$ cat config.mk
export PLATFORM = sky130hd
export DESIGN_NAME = thresh_cmp_chan
export DESIGN_NICKNAME = d
export VERILOG_FILES = /design/src/rtl/thresh_cmp_pkg.sv /design/src/rtl/thresh_cmp_regs.sv /design/src/rtl/thresh_cmp_level_fsm.sv /design/src/rtl/thresh_cmp_window_fsm.sv /design/src/rtl/thresh_cmp_chan.sv
export SDC_FILE = /design/constraint.sdc
export NUM_CORES = 1
export LEC_CHECK = 0
export ABC_AREA = 1
export BUFFER_PORTS_ARGS = -buffer_cell sky130_fd_sc_hd__buf_4
export CAP_MARGIN = 5
export CORE_AREA = 2 2 82 84
export CTS_CLUSTER_SIZE = 8
export DETAILED_ROUTE_END_ITERATION = 12
export DIE_AREA = 0 0 84 86
export HOLD_SLACK_MARGIN = 0.06
export PLACE_DENSITY = 0.86
export SYNTH_ARGS = -nofsm -noshare
export SYNTH_HDL_FRONTEND = slang
export SYNTH_HIERARCHICAL = 1
export SYNTH_SLANG_ARGS = --single-unit
export TNS_END_PERCENT = 30
$ cat constraint.sdc
create_clock -name clk -period 2.2 [get_ports clk]
set_input_delay 0 -clock clk [delete_from_list [all_inputs] [get_ports clk]]
set_output_delay 0 -clock clk [all_outputs]
set_load 0.02 [all_outputs]
$ cat src/rtl/thresh_cmp_pkg.sv
`timescale 1ns/1ps
package thresh_cmp_pkg;

    typedef enum logic [1:0] {
        MODE_NORMAL = 2'b00,
        MODE_HYST   = 2'b01,
        MODE_WINDOW = 2'b10,
        MODE_SPARE  = 2'b11
    } cmp_mode_e;

    typedef enum logic [1:0] {
        SEL_CFG  = 2'd0,
        SEL_THR  = 2'd1,
        SEL_HIGH = 2'd2,
        SEL_LOW  = 2'd3
    } reg_sel_e;

    // Config word, low bits of the written data
    typedef struct packed {
        logic      win_latch;   // bit 4
        logic      out_en;      // bit 3
        logic      invert;      // bit 2
        cmp_mode_e mode;        // bits 1:0
    } cmp_cfg_t;

    typedef enum logic {
        LVL_CLEAR = 1'b0,
        LVL_SET   = 1'b1
    } lvl_state_e;

    typedef enum logic [1:0] {
        WIN_INSIDE  = 2'd0,
        WIN_OUTSIDE = 2'd1,
        WIN_HELD    = 2'd2
    } win_state_e;

endpackage

$ cat src/rtl/thresh_cmp_regs.sv
`timescale 1ns/1ps
module thresh_cmp_regs
    import thresh_cmp_pkg::*;
#(
    parameter int CODE_W = 12,
    parameter int REG_W  = 16
) (
    input  logic              clk,
    input  logic              rst_n,
    input  logic              wr_en_i,
    input  logic [1:0]        wr_sel_i,
    input  logic [REG_W-1:0]  wr_data_i,
    output cmp_cfg_t          cfg_o,
    output logic [CODE_W-1:0] thr_o,
    output logic [CODE_W-1:0] high_o,
    output logic [CODE_W-1:0] low_o,
    output logic              restart_o
);

    localparam int LSB   = REG_W - CODE_W;
    localparam int NCODE = 3;
    localparam int CFG_W = $bits(cmp_cfg_t);

    cmp_cfg_t cfg_q;
    cmp_cfg_t cfg_new;

    assign cfg_new = cmp_cfg_t'(wr_data_i[CFG_W-1:0]);

    always_ff @(posedge clk or negedge rst_n) begin
        if (!rst_n) begin
            cfg_q <= '0;
        end else if (wr_en_i && wr_sel_i == SEL_CFG) begin
            cfg_q <= cfg_new;
        end
    end

    // Three code registers: threshold, margin-high, margin-low (selects 1..3)
    for (genvar g = 0; g < NCODE; g++) begin : g_code
        logic [CODE_W-1:0] q;
        always_ff @(posedge clk or negedge rst_n) begin
            if (!rst_n) begin
                q <= '0;
            end else if (wr_en_i && wr_sel_i == 2'(g + 1)) begin
                q <= wr_data_i[REG_W-1:LSB];
            end
        end
    end

    assign cfg_o  = cfg_q;
    assign thr_o  = g_code[0].q;
    assign high_o = g_code[1].q;
    assign low_o  = g_code[2].q;

    // A config write that alters the mode restarts the state machines
    assign restart_o = wr_en_i && (wr_sel_i == SEL_CFG) && (cfg_new.mode != cfg_q.mode);

    logic unused_bits;
    assign unused_bits = ^{wr_data_i[LSB-1:0], wr_data_i[REG_W-1:CFG_W]};

endmodule

$ cat src/rtl/thresh_cmp_level_fsm.sv
`timescale 1ns/1ps
module thresh_cmp_level_fsm
    import thresh_cmp_pkg::*;
#(
    parameter int CODE_W = 12
) (
    input  logic              clk,
    input  logic              rst_n,
    input  logic              restart_i,
    input  cmp_mode_e         mode_i,
    input  logic              strobe_i,
    input  logic [CODE_W-1:0] sample_i,
    input  logic [CODE_W-1:0] thr_i,
    input  logic [CODE_W-1:0] high_i,
    input  logic [CODE_W-1:0] low_i,
    output logic              set_o
);

    lvl_state_e state_q, state_d;

    logic above_thr, above_high, below_low;

    assign above_thr  = sample_i > thr_i;
    assign above_high = sample_i > high_i;
    assign below_low  = sample_i < low_i;

    always_ff @(posedge clk or negedge rst_n) begin
        if (!rst_n) state_q <= LVL_CLEAR;
        else        state_q <= state_d;
    end

    always_comb begin
        state_d = state_q;
        if (restart_i) begin
            state_d = LVL_CLEAR;
        end else begin
            unique case (mode_i)
                MODE_NORMAL, MODE_SPARE: begin
                    state_d = above_thr ? LVL_SET : LVL_CLEAR;
                end
                MODE_HYST: begin
                    unique case (state_q)
                        LVL_CLEAR: begin
                            if (above_high) state_d = LVL_SET;
                        end
                        LVL_SET: begin
                            if (below_low)                   state_d = LVL_CLEAR;
                            else if (strobe_i && !above_high) state_d = LVL_CLEAR;
                        end
                        default: state_d = LVL_CLEAR;
                    endcase
                end
                MODE_WINDOW: begin
                    state_d = LVL_CLEAR;
                end
                default: state_d = LVL_CLEAR;
            endcase
        end
    end

    always_comb begin
        set_o = (state_q == LVL_SET);
    end

endmodule

$ cat src/rtl/thresh_cmp_window_fsm.sv
`timescale 1ns/1ps
module thresh_cmp_window_fsm
    import thresh_cmp_pkg::*;
#(
    parameter int CODE_W = 12
) (
    input  logic              clk,
    input  logic              rst_n,
    input  logic              restart_i,
    input  cmp_mode_e         mode_i,
    input  logic              latch_en_i,
    input  logic              strobe_i,
    input  logic [CODE_W-1:0] sample_i,
    input  logic [CODE_W-1:0] high_i,
    input  logic [CODE_W-1:0] low_i,
    output logic              out_o
);

    win_state_e state_q, state_d;

    logic outside;
    assign outside = (sample_i > high_i) || (sample_i < low_i);

    always_ff @(posedge clk or negedge rst_n) begin
        if (!rst_n) state_q <= WIN_INSIDE;
        else        state_q <= state_d;
    end

    always_comb begin
        state_d = state_q;
        if (restart_i || mode_i != MODE_WINDOW) begin
            state_d = WIN_INSIDE;
        end else begin
            unique case (state_q)
                WIN_INSIDE, WIN_OUTSIDE: begin
                    if (!outside)        state_d = WIN_INSIDE;
                    else if (latch_en_i) state_d = WIN_HELD;
                    else                 state_d = WIN_OUTSIDE;
                end
                WIN_HELD: begin
                    if (!latch_en_i)                state_d = outside ? WIN_OUTSIDE : WIN_INSIDE;
                    else if (strobe_i && !outside)  state_d = WIN_INSIDE;
                    else                            state_d = WIN_HELD;
                end
                default: state_d = WIN_INSIDE;
            endcase
        end
    end

    always_comb begin
        out_o = (state_q != WIN_INSIDE);
    end

endmodule

$ cat src/rtl/thresh_cmp_chan.sv
`timescale 1ns/1ps
module thresh_cmp_chan
    import thresh_cmp_pkg::*;
#(
    parameter int CODE_W = 12,
    parameter int REG_W  = 16
) (
    input  logic              clk,
    input  logic              rst_n,
    input  logic              wr_en_i,
    input  logic [1:0]        wr_sel_i,
    input  logic [REG_W-1:0]  wr_data_i,
    input  logic              flag_clr_i,
    input  logic [CODE_W-1:0] sample_i,
    output logic              cmp_pin_o,
    output logic              cmp_flag_o,
    output logic              win_stat_o
);

    cmp_cfg_t          cfg;
    logic [CODE_W-1:0] thr_code, high_code, low_code;
    logic              restart;
    logic              lvl_set, win_out;
    logic              raw_res;
    logic [1:0]        cur_mode;
    logic              out_en, win_latch;

    thresh_cmp_regs #(.CODE_W(CODE_W), .REG_W(REG_W)) u_regs (
        .clk       (clk),
        .rst_n     (rst_n),
        .wr_en_i   (wr_en_i),
        .wr_sel_i  (wr_sel_i),
        .wr_data_i (wr_data_i),
        .cfg_o     (cfg),
        .thr_o     (thr_code),
        .high_o    (high_code),
        .low_o     (low_code),
        .restart_o (restart)
    );

    thresh_cmp_level_fsm #(.CODE_W(CODE_W)) u_level (
        .clk       (clk),
        .rst_n     (rst_n),
        .restart_i (restart),
        .mode_i    (cfg.mode),
        .strobe_i  (flag_clr_i),
        .sample_i  (sample_i),
        .thr_i     (thr_code),
        .high_i    (high_code),
        .low_i     (low_code),
        .set_o     (lvl_set)
    );

    thresh_cmp_window_fsm #(.CODE_W(CODE_W)) u_window (
        .clk        (clk),
        .rst_n      (rst_n),
        .restart_i  (restart),
        .mode_i     (cfg.mode),
        .latch_en_i (cfg.win_latch),
        .strobe_i   (flag_clr_i),
        .sample_i   (sample_i),
        .high_i     (high_code),
        .low_i      (low_code),
        .out_o      (win_out)
    );

    assign cur_mode  = cfg.mode;
    assign out_en    = cfg.out_en;
    assign win_latch = cfg.win_latch;

    always_comb begin
        raw_res    = (cfg.mode == MODE_WINDOW) ? win_out : lvl_set;
        cmp_flag_o = raw_res ^ cfg.invert;
        cmp_pin_o  = (cfg.out_en && cfg.mode != MODE_WINDOW) ? cmp_flag_o : 1'b0;
        win_stat_o = win_out;
    end

endmodule

==> results.json <==
{
  "io_pins": 37,
  "status": "finished, final reports clean",
  "yosysUniqueCellTypes": 27,
  "die_width_um": 84,
  "crit_path_start_kind": "register",
  "start_util": 0.570,
  "min_period_ns": 1.67,
  "routabilityCongestion": 0.866,
  "drc_errors": 0,
  "die-area_um2": 7220,
  "area_growth_pct": 16.4,
  "place_area_um2": 3870,
  "p_sw_mw": 1.03,
  "core_area_um2": 6280,
  "fmax_mhz": 600,
  "antenna_cells": 0,
  "htreeDepth": 2,
  "ys_warn_count": 6,
  "worstReg2RegStart": "u_regs/high_o[11]$_DFFE_PN0P_",
  "powerDensity_nw_per_um2": 662,
  "whs_ns": 0.226,
  "vias_per_cell": 5.11,
  "fin_nets": 624,
  "rsz0062_at_grt": "false",
  "p_leak_nw": 2.39,
  "power.internal_mw": 1.73,
  "reg2reg_depth": 11,
  "die_height_um": 86,
  "pwr-share-clk": 0.233,
  "port_buffers": 36,
  "postLayoutCellArea_um2": 4170,
  "tightest_slew_ns": 0.595,
  "cts-buffers-inserted": 5,
  "syn_inst": 477,
  "hpwl_mm": 6.10,
  "worst-path-max-fanout": 3,
  "p_total_mw": 2.76,
  "grt_pass1_wl_mm": 13.7,
  "relSlewSlack": 0.603,
  "overflow": 0,
  "grt_pass1_vias": 3094,
  "drv_slew": 0,
  "ant_nets": 0,
  "num_vias": 3115,
  "wl_per_cell_um": 13.1,
  "cts_root_buf": "clkbuf_8",
  "cts_buffer_depth": 2,
  "fin_setup_tns_ns": 0,
  "layout-drive-gt1-share": 0.160,
  "fin_skew_ns": 0.00556,
  "syn_nets": 570,
  "rows": 29,
  "setup.worst_path.end_class": "register",
  "final.setup.worst_slack_ns": 0.534,
  "cts.sinks": 44,
  "arrival_ns": 1.91,
  "hold_violations": 0,
  "drtPass1Iterations": 4,
  "cp.required_ns": 2.44,
  "ctsResizeCount": 0,
  "synth_area_per_cell_um2": 7.50,
  "grt_max_degree": 45,
  "setup_viol": 0,
  "p_seq_frac": 0.380,
  "drt_iter0_drc": 170,
  "rrSetupSlack_ns": 0.53,
  "fin_crit_sh": 0.757,
  "grt.total_usage": 0.236,
  "worstHoldPathType": "in2async",
  "yosysSeqAreaShare": 0.308,
  "reg2reg_to": "u_level/set_o$_DFF_PN0_",
  "cts_tree": "built",
  "post-place-ws_ns": 0.576,
  "synth_seq_cells": 44,
  "power_frac_comb": 0.387,
  "swShare": 0.373,
  "clk_pin_slew_ns": 0.09,
  "cap_viol_max_count": 0,
  "finalWirelength_mm": 7.96,
  "netlist_area_um2": 3580,
  "ir_drop_mv": 0.429,
  "clock_latency_ns": 0.30,
  "critPathKind": "reg2reg",
  "antenna_found_initial": 0
}
-- synthesized netlist by cell type --
cell      count  area, um^2
a21o_1        2        15.0
a21oi_1      21         105
a21oi_2       1        8.76
and2_1        1        6.26
and3_1        1        6.26
buf_4         1        7.51
buf_6         6        67.6
dfrtp_1      44        1100
ha_1         59         738
inv_1       114         428
inv_2         6        22.5
nand2_1     133         499
nand2_2       6        37.5
nand2_4       2        22.5
nand3_1       8        40.0
nand3_2       6        60.1
nand3b_1      1        7.51
nand4_1       5        31.3
nor2_1        7        26.3
nor2_2        3        18.8
nor2_4        4        45.0
nor3b_1       1        7.51
o21a_1        1        7.51
o21ai_1      30         150
o21ai_2      12         105
o21bai_1      1        7.51
or2_2         1        6.26
-- layer usage --
layer,vias to the layer above,GRT usage,wire length (um)
met5,-,0,0
met4,0,0.0777,141
met3,18,0.0337,331
met2,81,0.420,4040
met1,1438,0.298,3440
li1,1578,-,-
-- worst max path at each step --
stage	depth (start not counted)	slack, ns	to	start
after floorplan	11	0.83	u_level/set_o$_DFF_PN0_	u_regs/high_o[11]$_DFFE_PN0P_
after detailed placement	11	0.58	u_level/set_o$_DFF_PN0_	u_regs/high_o[11]$_DFFE_PN0P_
after CTS	11	0.55	u_level/set_o$_DFF_PN0_	u_regs/high_o[11]$_DFFE_PN0P_
after global routing	11	0.39	u_level/set_o$_DFF_PN0_	u_regs/high_o[11]$_DFFE_PN0P_
after global placement	11	0.66	u_level/set_o$_DFF_PN0_	u_regs/high_o[11]$_DFFE_PN0P_
final	11	0.53	u_level/set_o$_DFF_PN0_	u_regs/high_o[11]$_DFFE_PN0P_
-- registers in the layout, summed over array words and instances (netlist names) --
register	cells
u_regs/cfg_o	5
u_regs/thr_o	12
u_window/state_q	2
u_regs/high_o	12
u_regs/low_o	12
u_level/set_o	1
-- through the flow --
| step | std cells | utilization |
|---|---|---|
| 6_report | 609 | 0.664 |
| 5_1_grt | 609 | 0.664 |
| 4_1_cts | 609 | 0.664 |
| 3_5_place_dp | 583 | 0.617 |
| 3_3_place_gp | 583 | 0.617 |
| 2_1_floorplan | 477 | - |
-- cell families (layout without fill, tap and decap cells) --
| family | Yosys count | count (layout) | synth area share |
|---|---|---|---|
| DFF | 44 | 44 | 0.308 |
| buffers and inverters | 127 | 182 | 0.147 |
| AOI/OAI and AO/OA | 68 | 68 | 0.112 |
| adders and majority gates | 59 | 59 | 0.206 |
| and+or+nand+nor | 179 | 179 | 0.228 |
-- critical path, cell delays in order (launching register included) --
cell and delay, ns:
dfrtp_1 0.38, inv_1 0.05, ha_1 0.30, nand2_1 0.09, nor2_2 0.16, and2_1 0.17
nand2_1 0.06, nand3_1 0.06, nand2_1 0.08, nand2_1 0.07, nand2_1 0.06, a21oi_2 0.11
-- area by class of cell --
cell class / count / area (um^2)
Timing Repair Buffer: 54 / 450
Fill cell: 545 / 2110
Tap cell: 77 / 96.3
Clock inverter: 3 / 46.3
Inverter: 120 / 450
Sequential cell: 44 / 1100
Multi-Input combinational cell: 306 / 1950
Clock buffer: 5 / 68.8
-- cell usage in the layout (no fill, tap or decap) --
master	Yosys	layout
a21o_1	2	2
a21oi_1	21	21
a21oi_2	1	1
and2_1	1	1
and3_1	1	1
buf_4	1	36
bufinv_16	0	1
clkbuf_8	0	5
clkinvlp_4	0	1
dfrtp_1	44	44
dlygate4sd3_1	0	18
ha_1	59	59
inv_1	114	114
inv_2	6	6
inv_6	0	1
nand2_1	133	133
nand2_2	6	6
nand2_4	2	2
nand3_1	8	8
nand3_2	6	6
nand3b_1	1	1
nand4_1	5	5
nor2_1	7	7
nor2_2	3	3
nor2_4	4	4
nor3b_1	1	1
o21a_1	1	1
o21ai_1	30	30
o21ai_2	12	12
o21bai_1	1	1
or2_2	1	1
-- power groups by stage --
stage	logic, mW	registers (mW)	clock network, mW
3_5_place_dp	1.03	1.06	0
2_1_floorplan	0.751	1.03	0
3_3_place_gp	0.963	1.06	0
6_report	1.07	1.05	0.642
5_1_grt	1.22	1.06	0.714
4_1_cts	1.06	1.05	0.659
-- what timing repair did --
action	in CTS	in global routing
hold endpoints to repair	84	0
hold buffers	18	0
setup buffers	0	0
Power figures use the tool's default switching activity.
